--- src/rtl/fdc_pkg.sv ---
`timescale 1ns/1ps
package fdc_pkg;
  localparam int N2_MAX = 4;
  localparam int COL_W  = 2;

  typedef enum logic [1:0] {
    N2_ONE  = 2'd0,
    N2_TWO  = 2'd1,
    N2_FOUR = 2'd2
  } n2_mode_e;

  // log2 of column count for a select code
  function automatic logic [1:0] n2_log(input logic [1:0] sel);
    case (sel)
      N2_ONE:  n2_log = 2'd0;
      N2_TWO:  n2_log = 2'd1;
      default: n2_log = 2'd2;
    endcase
  endfunction
endpackage

--- src/rtl/fdc_addr_gen.sv ---
`timescale 1ns/1ps
module fdc_addr_gen
  import fdc_pkg::*;
#(
  parameter int N1        = 2048,
  parameter int NUM_SAT   = 24,
  parameter int SHIFT_MAX = 10,
  localparam int ROW_W    = $clog2(N1),
  localparam int SAT_W    = $clog2(NUM_SAT),
  localparam int SH_W     = $clog2(SHIFT_MAX + 1) + 1,
  localparam int FFT_AW   = ROW_W + COL_W,
  localparam int REP_AW   = SAT_W + ROW_W
) (
  input  logic                    clk_i,
  input  logic                    rst_ni,
  input  logic                    start_go_i,
  input  logic [1:0]              n2_sel_i,
  input  logic                    adv_i,
  output logic                    running_o,
  output logic                    rd_en_o,
  output logic [FFT_AW-1:0]       fft_addr_o,
  output logic [REP_AW-1:0]       rep_addr_o,
  output logic [SAT_W-1:0]        sat_o,
  output logic signed [SH_W-1:0]  shift_o,
  output logic [COL_W-1:0]        col_o,
  output logic                    first_o,
  output logic                    last_o
);
  logic [ROW_W-1:0]       row_q;
  logic [COL_W-1:0]       col_q;
  logic signed [SH_W-1:0] shift_q;
  logic [SAT_W-1:0]       sat_q;
  logic [1:0]             log_n2_q;
  logic                   running_q;
  logic [COL_W-1:0]       col_last;
  logic                   end_row, end_col, end_shift, end_sat;
  logic [ROW_W-1:0]       rot;

  always_comb begin
    case (log_n2_q)
      2'd0:    col_last = 2'd0;
      2'd1:    col_last = 2'd1;
      default: col_last = 2'd3;
    endcase
  end

  assign end_row   = (row_q == ROW_W'(N1 - 1));
  assign end_col   = (col_q == col_last);
  assign end_shift = (shift_q == SH_W'(SHIFT_MAX));
  assign end_sat   = (sat_q == SAT_W'(NUM_SAT - 1));

  always_ff @(posedge clk_i or negedge rst_ni) begin
    if (!rst_ni) begin
      running_q <= 1'b0;
      row_q     <= '0;
      col_q     <= '0;
      shift_q   <= '0;
      sat_q     <= '0;
      log_n2_q  <= '0;
    end else if (start_go_i) begin
      running_q <= 1'b1;
      row_q     <= '0;
      col_q     <= '0;
      shift_q   <= SH_W'(-SHIFT_MAX);
      sat_q     <= '0;
      log_n2_q  <= n2_log(n2_sel_i);
    end else if (running_q && adv_i) begin
      row_q <= row_q + 1'b1;
      if (end_row) begin
        row_q <= '0;
        col_q <= col_q + 1'b1;
        if (end_col) begin
          col_q   <= '0;
          shift_q <= shift_q + 1'b1;
          if (end_shift) begin
            shift_q <= SH_W'(-SHIFT_MAX);
            sat_q   <= sat_q + 1'b1;
            if (end_sat) running_q <= 1'b0;
          end
        end
      end
    end
  end

  // (row - s) mod N1 by power-of-two wrap
  assign rot        = row_q - ROW_W'(shift_q);
  assign fft_addr_o = (FFT_AW'(row_q) << log_n2_q) | FFT_AW'(col_q);
  assign rep_addr_o = {sat_q, rot};
  assign rd_en_o    = running_q & adv_i;
  assign running_o  = running_q;
  assign sat_o      = sat_q;
  assign shift_o    = shift_q;
  assign col_o      = col_q;
  assign first_o    = (row_q == '0);
  assign last_o     = end_row;

  AST_SHIFT_RANGE: assert property (@(posedge clk_i) disable iff (!rst_ni)
    running_q |-> (int'(shift_q) >= -SHIFT_MAX) && (int'(shift_q) <= SHIFT_MAX));
  AST_FFT_ADDR_RANGE: assert property (@(posedge clk_i) disable iff (!rst_ni)
    rd_en_o |-> (int'(fft_addr_o) < (N1 << log_n2_q)));
endmodule

--- src/rtl/fdc_cmul_conj.sv ---
`timescale 1ns/1ps
module fdc_cmul_conj #(
  parameter int W   = 16,
  localparam int PW = 2 * W,
  localparam int OW = 2 * W + 1
) (
  input  logic                 clk_i,
  input  logic                 rst_ni,
  input  logic                 en_i,
  input  logic signed [W-1:0]  a_re_i,
  input  logic signed [W-1:0]  a_im_i,
  input  logic signed [W-1:0]  b_re_i,
  input  logic signed [W-1:0]  b_im_i,
  output logic signed [OW-1:0] re_o,
  output logic signed [OW-1:0] im_o
);
  logic signed [PW-1:0] p_ac, p_bd, p_bc, p_ad;

  // stage 1: four partial products
  always_ff @(posedge clk_i or negedge rst_ni) begin
    if (!rst_ni) begin
      p_ac <= '0;
      p_bd <= '0;
      p_bc <= '0;
      p_ad <= '0;
    end else if (en_i) begin
      p_ac <= a_re_i * b_re_i;
      p_bd <= a_im_i * b_im_i;
      p_bc <= a_im_i * b_re_i;
      p_ad <= a_re_i * b_im_i;
    end
  end

  // stage 2: conjugate combine
  always_ff @(posedge clk_i or negedge rst_ni) begin
    if (!rst_ni) begin
      re_o <= '0;
      im_o <= '0;
    end else if (en_i) begin
      re_o <= OW'(p_ac) + OW'(p_bd);
      im_o <= OW'(p_bc) - OW'(p_ad);
    end
  end
endmodule

--- src/rtl/fdc_sweep_seq.sv ---
`timescale 1ns/1ps
module fdc_sweep_seq
  import fdc_pkg::*;
#(
  parameter int N1        = 2048,
  parameter int NUM_SAT   = 24,
  parameter int SHIFT_MAX = 10,
  parameter int W         = 16,
  localparam int ROW_W    = $clog2(N1),
  localparam int SAT_W    = $clog2(NUM_SAT),
  localparam int SH_W     = $clog2(SHIFT_MAX + 1) + 1,
  localparam int FFT_AW   = ROW_W + COL_W,
  localparam int REP_AW   = SAT_W + ROW_W,
  localparam int OW       = 2 * W + 1
) (
  input  logic                    clk_i,
  input  logic                    rst_ni,
  input  logic                    start_i,
  input  logic [1:0]              n2_sel_i,
  output logic                    busy_o,
  output logic                    mem_rd_o,
  output logic [FFT_AW-1:0]       fft_addr_o,
  input  logic signed [W-1:0]     fft_re_i,
  input  logic signed [W-1:0]     fft_im_i,
  output logic [REP_AW-1:0]       rep_addr_o,
  input  logic signed [W-1:0]     rep_re_i,
  input  logic signed [W-1:0]     rep_im_i,
  output logic                    out_valid_o,
  input  logic                    out_ready_i,
  output logic signed [OW-1:0]    out_re_o,
  output logic signed [OW-1:0]    out_im_o,
  output logic [SAT_W-1:0]        out_sat_o,
  output logic signed [SH_W-1:0]  out_shift_o,
  output logic [COL_W-1:0]        out_col_o,
  output logic                    out_first_o,
  output logic                    out_last_o
);
  localparam int NSTG = 3;  // memory, product, sum
  localparam int TAG_W = SAT_W + SH_W + COL_W + 2;

  logic             adv, running, start_go;
  logic [SAT_W-1:0] g_sat;
  logic signed [SH_W-1:0] g_shift;
  logic [COL_W-1:0] g_col;
  logic             g_first, g_last;
  logic [NSTG-1:0]  vld_q;
  logic [TAG_W-1:0] tag_q [NSTG];

  assign adv      = !vld_q[NSTG-1] || out_ready_i;
  assign busy_o   = running || (|vld_q);
  assign start_go = start_i && !busy_o;

  fdc_addr_gen #(
    .N1(N1), .NUM_SAT(NUM_SAT), .SHIFT_MAX(SHIFT_MAX)
  ) u_gen (
    .clk_i      (clk_i),
    .rst_ni     (rst_ni),
    .start_go_i (start_go),
    .n2_sel_i   (n2_sel_i),
    .adv_i      (adv),
    .running_o  (running),
    .rd_en_o    (mem_rd_o),
    .fft_addr_o (fft_addr_o),
    .rep_addr_o (rep_addr_o),
    .sat_o      (g_sat),
    .shift_o    (g_shift),
    .col_o      (g_col),
    .first_o    (g_first),
    .last_o     (g_last)
  );

  fdc_cmul_conj #(.W(W)) u_mul (
    .clk_i  (clk_i),
    .rst_ni (rst_ni),
    .en_i   (adv),
    .a_re_i (fft_re_i),
    .a_im_i (fft_im_i),
    .b_re_i (rep_re_i),
    .b_im_i (rep_im_i),
    .re_o   (out_re_o),
    .im_o   (out_im_o)
  );

  // tag/valid pipeline aligned with memory latency and multiplier stages
  for (genvar k = 0; k < NSTG; k++) begin : g_stg
    always_ff @(posedge clk_i or negedge rst_ni) begin
      if (!rst_ni) begin
        vld_q[k] <= 1'b0;
        tag_q[k] <= '0;
      end else if (adv) begin
        if (k == 0) begin
          vld_q[k] <= running;
          tag_q[k] <= {g_sat, g_shift, g_col, g_first, g_last};
        end else begin
          vld_q[k] <= vld_q[k-1];
          tag_q[k] <= tag_q[k-1];
        end
      end
    end
  end

  assign out_valid_o = vld_q[NSTG-1];
  assign {out_sat_o, out_shift_o, out_col_o, out_first_o, out_last_o} = tag_q[NSTG-1];

  AST_OUT_HOLD: assert property (@(posedge clk_i) disable iff (!rst_ni)
    (out_valid_o && !out_ready_i) |=> (out_valid_o && $stable(out_re_o) && $stable(out_im_o)
      && $stable(out_sat_o) && $stable(out_shift_o) && $stable(out_col_o)));
  AST_IDLE_NO_READ: assert property (@(posedge clk_i) disable iff (!rst_ni)
    !busy_o |-> !mem_rd_o);
  AST_START_BUSY: assert property (@(posedge clk_i) disable iff (!rst_ni)
    (start_i && !busy_o) |=> busy_o);
  AST_FIRST_AFTER_LAST: assert property (@(posedge clk_i) disable iff (!rst_ni)
    (out_valid_o && out_ready_i && out_last_o) |=> (!out_valid_o || out_first_o));
endmodule

--- config.mk ---
export PLATFORM = sky130hd
export DESIGN_NAME = fdc_sweep_seq
export DESIGN_NICKNAME = d
export VERILOG_FILES = /design/src/rtl/fdc_pkg.sv /design/src/rtl/fdc_addr_gen.sv /design/src/rtl/fdc_cmul_conj.sv /design/src/rtl/fdc_sweep_seq.sv
export SDC_FILE = /design/constraint.sdc
export NUM_CORES = 2
export LEC_CHECK = 0
export BUFFER_PORTS_ARGS = -buffer_cell sky130_fd_sc_hd__buf_4
export CAP_MARGIN = 20
export CORE_UTILIZATION = 55
export DETAILED_ROUTE_END_ITERATION = 8
export PLACE_DENSITY = 0.78
export SYNTH_ARGS = -nofsm -noshare
export SYNTH_HDL_FRONTEND = slang
export SYNTH_HIERARCHICAL = 1
export SYNTH_SLANG_ARGS = --single-unit
--- constraint.sdc ---
create_clock -name clk_i -period 3.3 [get_ports clk_i]
set_input_delay 0.66 -clock clk_i [delete_from_list [all_inputs] [get_ports clk_i]]
set_output_delay 0.66 -clock clk_i [all_outputs]
set_load 0.005 [all_outputs]
# ---- Word-level counts from Yosys, hierarchy flattened
# Index checks and enable logic that the tools add are counted.
dict set report word_totals {
  register_bits 265
  word_cells 82
  out_inout_bits 112
}
dict set report classes {
  n_bitwise 2
  eq_ne 6
  shift 1
  n_mux 25
  addsub 7
  reduce_logical 19
  mul 4
}
# operator n
set ops {}
lappend ops {{16-bit by 16-bit multiplier with 32-bit output} 4}
lappend ops {{5-bit 2-to-1 mux} 10}
lappend ops {{32-bit by 32-bit adder with 33-bit output} 1}
lappend ops {{11-bit 2-to-1 mux} 3}
lappend ops {{32-bit by 32-bit subtractor with 33-bit output} 1}
lappend ops {{13-bit by 2-bit bitwise OR with 13-bit output} 1}
lappend ops {{11-bit by 2-bit left shift with 13-bit output} 1}
lappend ops {{11-bit by 1-bit adder with 11-bit output (second input constant)} 1}
lappend ops {{11-bit equality test (second input constant)} 1}
lappend ops {{11-bit logical NOT} 1}
lappend ops {{11-bit subtractor} 1}
lappend ops {{5-bit by 1-bit adder with 5-bit output (second input constant)} 2}
lappend ops {{5-bit equality test (second input constant)} 2}
lappend ops {{2-bit nonzero test} 5}
lappend ops {{2-bit 2-to-1 mux} 4}
lappend ops {{2-bit one-hot mux with 2 select lines} 2}
lappend ops {{1-bit 2-to-1 mux} 6}
lappend ops {{5-bit AND reduction} 1}
lappend ops {{2-bit by 1-bit equality test with 1-bit output (second input constant)} 2}
lappend ops {{2-bit logical NOT} 2}
lappend ops {{4-bit AND reduction} 1}
lappend ops {{3-bit AND reduction} 1}
lappend ops {{3-bit OR reduction} 1}
lappend ops {{2-bit by 1-bit adder with 2-bit output (second input constant)} 1}
lappend ops {{6 further kinds} 9}

# ---- Longest topological paths before layout
dict set report depth {
  ltp_word 7
  depth_mapped 25
  ltp_nobuf 24
}

# ---- Cells and area by module
# Netlist, hierarchy kept.
# mod n_inst seq_area_each_um2 cells_per_inst area_each_um2
set modules_own_cells {}
lappend modules_own_cells {fdc_cmul_conj 1 4854.7 5334 49707.7}
lappend modules_own_cells {fdc_addr_gen 1 650.6 246 2233.4}
lappend modules_own_cells {fdc_sweep_seq 1 1126.1 112 1869.3}

# ---- Worst setup path after synthesis
# No wires, ideal clock.
dict set report synth_path {
  kind {input -> register}
  start {input port fft_im_i[15]}
  end {register u_mul.p_bc[29]}
  setup_slack_ns -3.306
  n_path_buf 2
  cell_stages 22
  arrival_ns 6.481
  required_ns 3.175
  path_cell_list {clkbuf_1 nand2_1 inv_1 fa_1 fa_1 fa_1 fa_1 fa_1 inv_1 fa_1 inv_1 ha_1 clkbuf_1 and3_1 and2_1 a221o_1 nor3_1 a211o_1 o21bai_1 a21oi_1 xnor2_1 mux2_2}
}
dict set report synth_via {
  elab_chain_len 1
}
# item line_no
set synth_rtl {}
lappend synth_rtl {{start: declaration} fdc_sweep_seq.sv:24} ;# input logic signed [W-1:0] fft_im_i,
lappend synth_rtl {{16-bit by 16-bit multiplier with 32-bit output} fdc_cmul_conj.sv:29} ;# p_bc <= a_im_i * b_re_i;
lappend synth_rtl {{end signal: assignment} fdc_cmul_conj.sv:29}
lappend synth_rtl {{end: declaration} fdc_cmul_conj.sv:17} ;# logic signed [PW-1:0] p_ac, p_bd, p_bc, p_ad;
# No other way between the ends.
# A chain may end at the register's enable or synchronous reset.

# ---- Worst setup path in the final report
dict set report layout_path {
  start {input port rep_im_i[1]}
  end {register u_mul.p_bd[16]}
}
dict set report layout_via {
  elab_chain_len 1
}
# item line_no
set layout_rtl {}
lappend layout_rtl {{start: declaration} fdc_sweep_seq.sv:27} ;# input logic signed [W-1:0] rep_im_i,
lappend layout_rtl {{16-bit by 16-bit multiplier with 32-bit output} fdc_cmul_conj.sv:28} ;# p_bd <= a_im_i * b_im_i;
lappend layout_rtl {{end signal: assignment} fdc_cmul_conj.sv:28}
lappend layout_rtl {{end: declaration} fdc_cmul_conj.sv:17}
# No other way between the ends.

==> impl_metrics.tcl <==
set metrics [dict create \
    outcome "finished, violations left" \
    violations "DRC, setup timing" \
    cts_sinks 265 \
    synth.largest_area_cell "fa_1" \
    vias 44836 \
    cp_max_fo 8 \
    htreeDepth 1 \
    num_rows 114 \
    max-slew-margin-rel_pct 37.5 \
    final_cell_count_no_fill 7817 \
    grtUsageTotal_pct 32.5 \
    initial_core_util_pct 55.6 \
    hpwl_um 124000 \
    dr.pass1.iters 9 \
    synth-seq-area-share_pct 12.3 \
    synth_ff_type "dfrtp_1" \
    die_height_um 315 \
    max_freq_mhz 169 \
    cts_hold_buffers 0 \
    worstSetupEndpointType "flop" \
    place_inst 7589 \
    die_x_um 315 \
    cts.clk_slew.worst_paths_ps 60 \
    path_common_cell "fa_1" \
    rsz0062_at_grt "yes" \
    drtIter0Drc 4206 \
    max_slew.worst_pin.slew_ps 937 \
    synth_top_cell_area_share_pct 39.1 \
    syn2layout_area_growth_pct 29.5 \
    synth-edff-count 0 \
    finish.utilization_pct 72.0 \
    hold_path_class "in2async" \
    setup_viol 109 \
    grt_pass1_vias 47184 \
    ios 182 \
    synthesis.area_um2 53800 \
    ys_async_sr_fraction_pct 100 \
    crit_required_ps 3790 \
    synth.distinct_cells 96 \
    layout-drive-gt1-share_pct 29.8 \
    wl_um 175000 \
    syn_inst 5692 \
    port_buffers 181 \
    grt_antenna_before_repair 3 \
    gp_congestion 0.942 \
    nets 8045 \
    m1WireLength_um 60300 \
    yosys_warnings 6 \
    met2_length_um 81100 \
    drv_slew 0 \
    grt_start_max_net_pins 138 \
    crit_arrival_ps 6410 \
    routed_via_density 5.74 \
    period_share_pct 179 \
    syn_nets 7220 \
    path_class "in2reg" \
    nFillCells 6114 \
    drv_cap 0 \
    path_delay_family "adder cells" \
    cts_tree "built" \
    crit_chain "buf_16, buf_4, and2_4, fa_1, fa_1, ha_2, inv_2, fa_1, inv_2, fa_1, inv_2, fa_1, inv_2, ha_4, a211o_1, a211o_1, a311o_2, a21o_1, a21o_1, a21oi_4, xnor2_4, mux2_4" \
    clk_latency_ps 640 \
    fin_ws_ps -2620 \
    grt_pass1_wl_um 251000 \
    dieArea_um2 99100 \
    routedWlPerCell_um 22.4 \
    start_kind "input pin" \
    ctsRootBufferMaster "clkbuf_16" \
    skew_ps 36.0 \
    post-route-min-period_ps 5920 \
    syn_avg_cell_area_um2 9.45 \
    path_buf_inv 6 \
    cpPeakStageDelay_ps 540 \
    synth-seq-cells 265 \
    gr-total-overflow 0 \
    drcViolationCount 36 \
    ys_top_cells_by_area "fa_1 39%, dfrtp_1 12%, ha_1 9.5%, inv_1 8.7%, and2_1 5.9%" \
    detail-route-antenna-nets 0 \
    crit_slowest_cell "fa_1" \
    cts_buffer_depth 3 \
    routed-wl-met3_um 16600 \
    numCtsBuffers 31 \
    finalHoldViolCount 0 \
    core_area_um2 96900 \
    top_layer "met5" \
]
-- Yosys cell counts, types with 15 or more instances --
cell      instances
inv_1          1242
fa_1           1051
nand2_1         591
and2_1          505
ha_1            407
dfrtp_1         265
clkbuf_1        227
a21oi_1         159
xnor2_1         146
nor2_1          144
mux2_2          131
o21ai_0         127
a21o_1           75
nand2b_1         44
nand3_1          43
xor2_1           43
a211oi_1         30
nor3_1           29
o21bai_1         26
nor2b_1          25
o21a_1           23
buf_4            20
o31ai_1          20
and3_1           18
mux2_4           18
a31oi_1          17
nand3b_1         16
a211o_1          15
o211ai_1         15
or3_1            15
-- what timing repair did --
| action | in CTS | in global routing |
|---|---|---|
| gates cloned | 11 | 16 |
| pin swaps | 193 | 357 |
| resized for setup | 384 | 467 |
| buffers inserted | 70 | 108 |
| setup endpoints to repair | 112 | 128 |
-- layout by cell type (no fill, tap or decap), types with 36 or more instances in the layout --
cell       instances
a21o_1            75
a21oi_1           93
a21oi_2           54
and2_1           417
and2_4            88
buf_12            86
buf_4            775
buf_6            124
clkbuf_16         47
dfrtp_1          264
fa_1             972
fa_2              79
ha_1             298
ha_4              95
inv_1           1142
inv_2            100
mux2_2            93
mux2_4            56
nand2_1          546
nand2b_1          41
nand3_1           39
nor2_1           128
o21ai_0           81
xnor2_1          124
xor2_1            36
-- per-layer routing --
layer	global-route usage, %	vias up
li1	-	19050
met2	52.6	2412
met4	22.5	2
met5	0	-
met3	5.78	827
met1	39.6	22545
-- final timing paths --
kind                                startpoint                end  slack [ps]  depth (start not counted)
worst max-delay path               rep_im_i[1]     u_mul/p_bd[16]       -2620                         22
worst min-delay path                    rst_ni     u_mul/re_o[15]          80                          1
worst max register to register   u_mul/p_bd[7]     u_mul/re_o[30]          70                         11
worst min register to register  u_mul/p_ad[25]     u_mul/p_ad[25]         480                          2
max in group asynchronous               rst_ni     u_mul/im_o[14]        2300                          2
min in group clk_i                 n2_sel_i[1]  u_gen/log_n2_q[1]         280                          2
-- state kept, by name, indices dropped and copies added, names as in the netlist, 2 cells and up --
name and count:
u_mul/im_o 33, u_gen/sat_o 5, u_gen/shift_o 5, out_shift_o 5
u_mul/p_bd 32, u_gen/row_q 11, u_gen/col_o 2, tag_q 28
u_mul/re_o 33, out_col_o 2, u_mul/p_ad 32, u_mul/p_ac 32
vld_q 2, u_mul/p_bc 32, u_gen/log_n2_q 2, out_sat_o 5
-- worst reg2reg max path: cells and delay by family, from the launching register on --
family          cells  cell delay [ps]
fa+ha+maj           1              370
compound gates      6             1680
simple gates        1               50
flops               1              450
buf+inv             3              570
-- cell type report --
cell class	count	area, um^2	share of cell area, %
inverter	1244	4690	6.72
clock inverter	20	297	0.425
multi-input combinational	3919	45200	64.8
tap	1276	1600	2.29
antenna	1	2.50	0.00359
clock buffer	36	825	1.18
timing repair buffer	1056	10500	15.1
sequential	265	6630	9.52
-- cell families after synthesis --
logic type,share of synthesized area [%]
AO/OA/AOI/OAI,7.63
buffers and inverters,10.7
AND/OR/NAND/NOR,13.9
adder cells (fa/ha/maj),48.6
flip-flops,12.3
multiplexers,3.78
XOR/XNOR,3.08
-- metrics by stage --
| stage | cell area [um^2] | TNS [ps] | hold WS, ps | setup WS [ps] |
|---|---|---|---|---|
| floorplan | 56400 | -211830 | 364 | -2930 |
| global placement | 63100 | -283350 | 467 | -3240 |
| detailed placement | 63100 | -289420 | 462 | -3290 |
| CTS | 66700 | -196020 | 139 | -2360 |
| global route | 69700 | -223390 | 157 | -2720 |
| finish | 69700 | -212040 | 76.7 | -2620 |
Power is not shown: default switching activity piles up to over one toggle a cycle in this logic, so the estimate is an artifact.
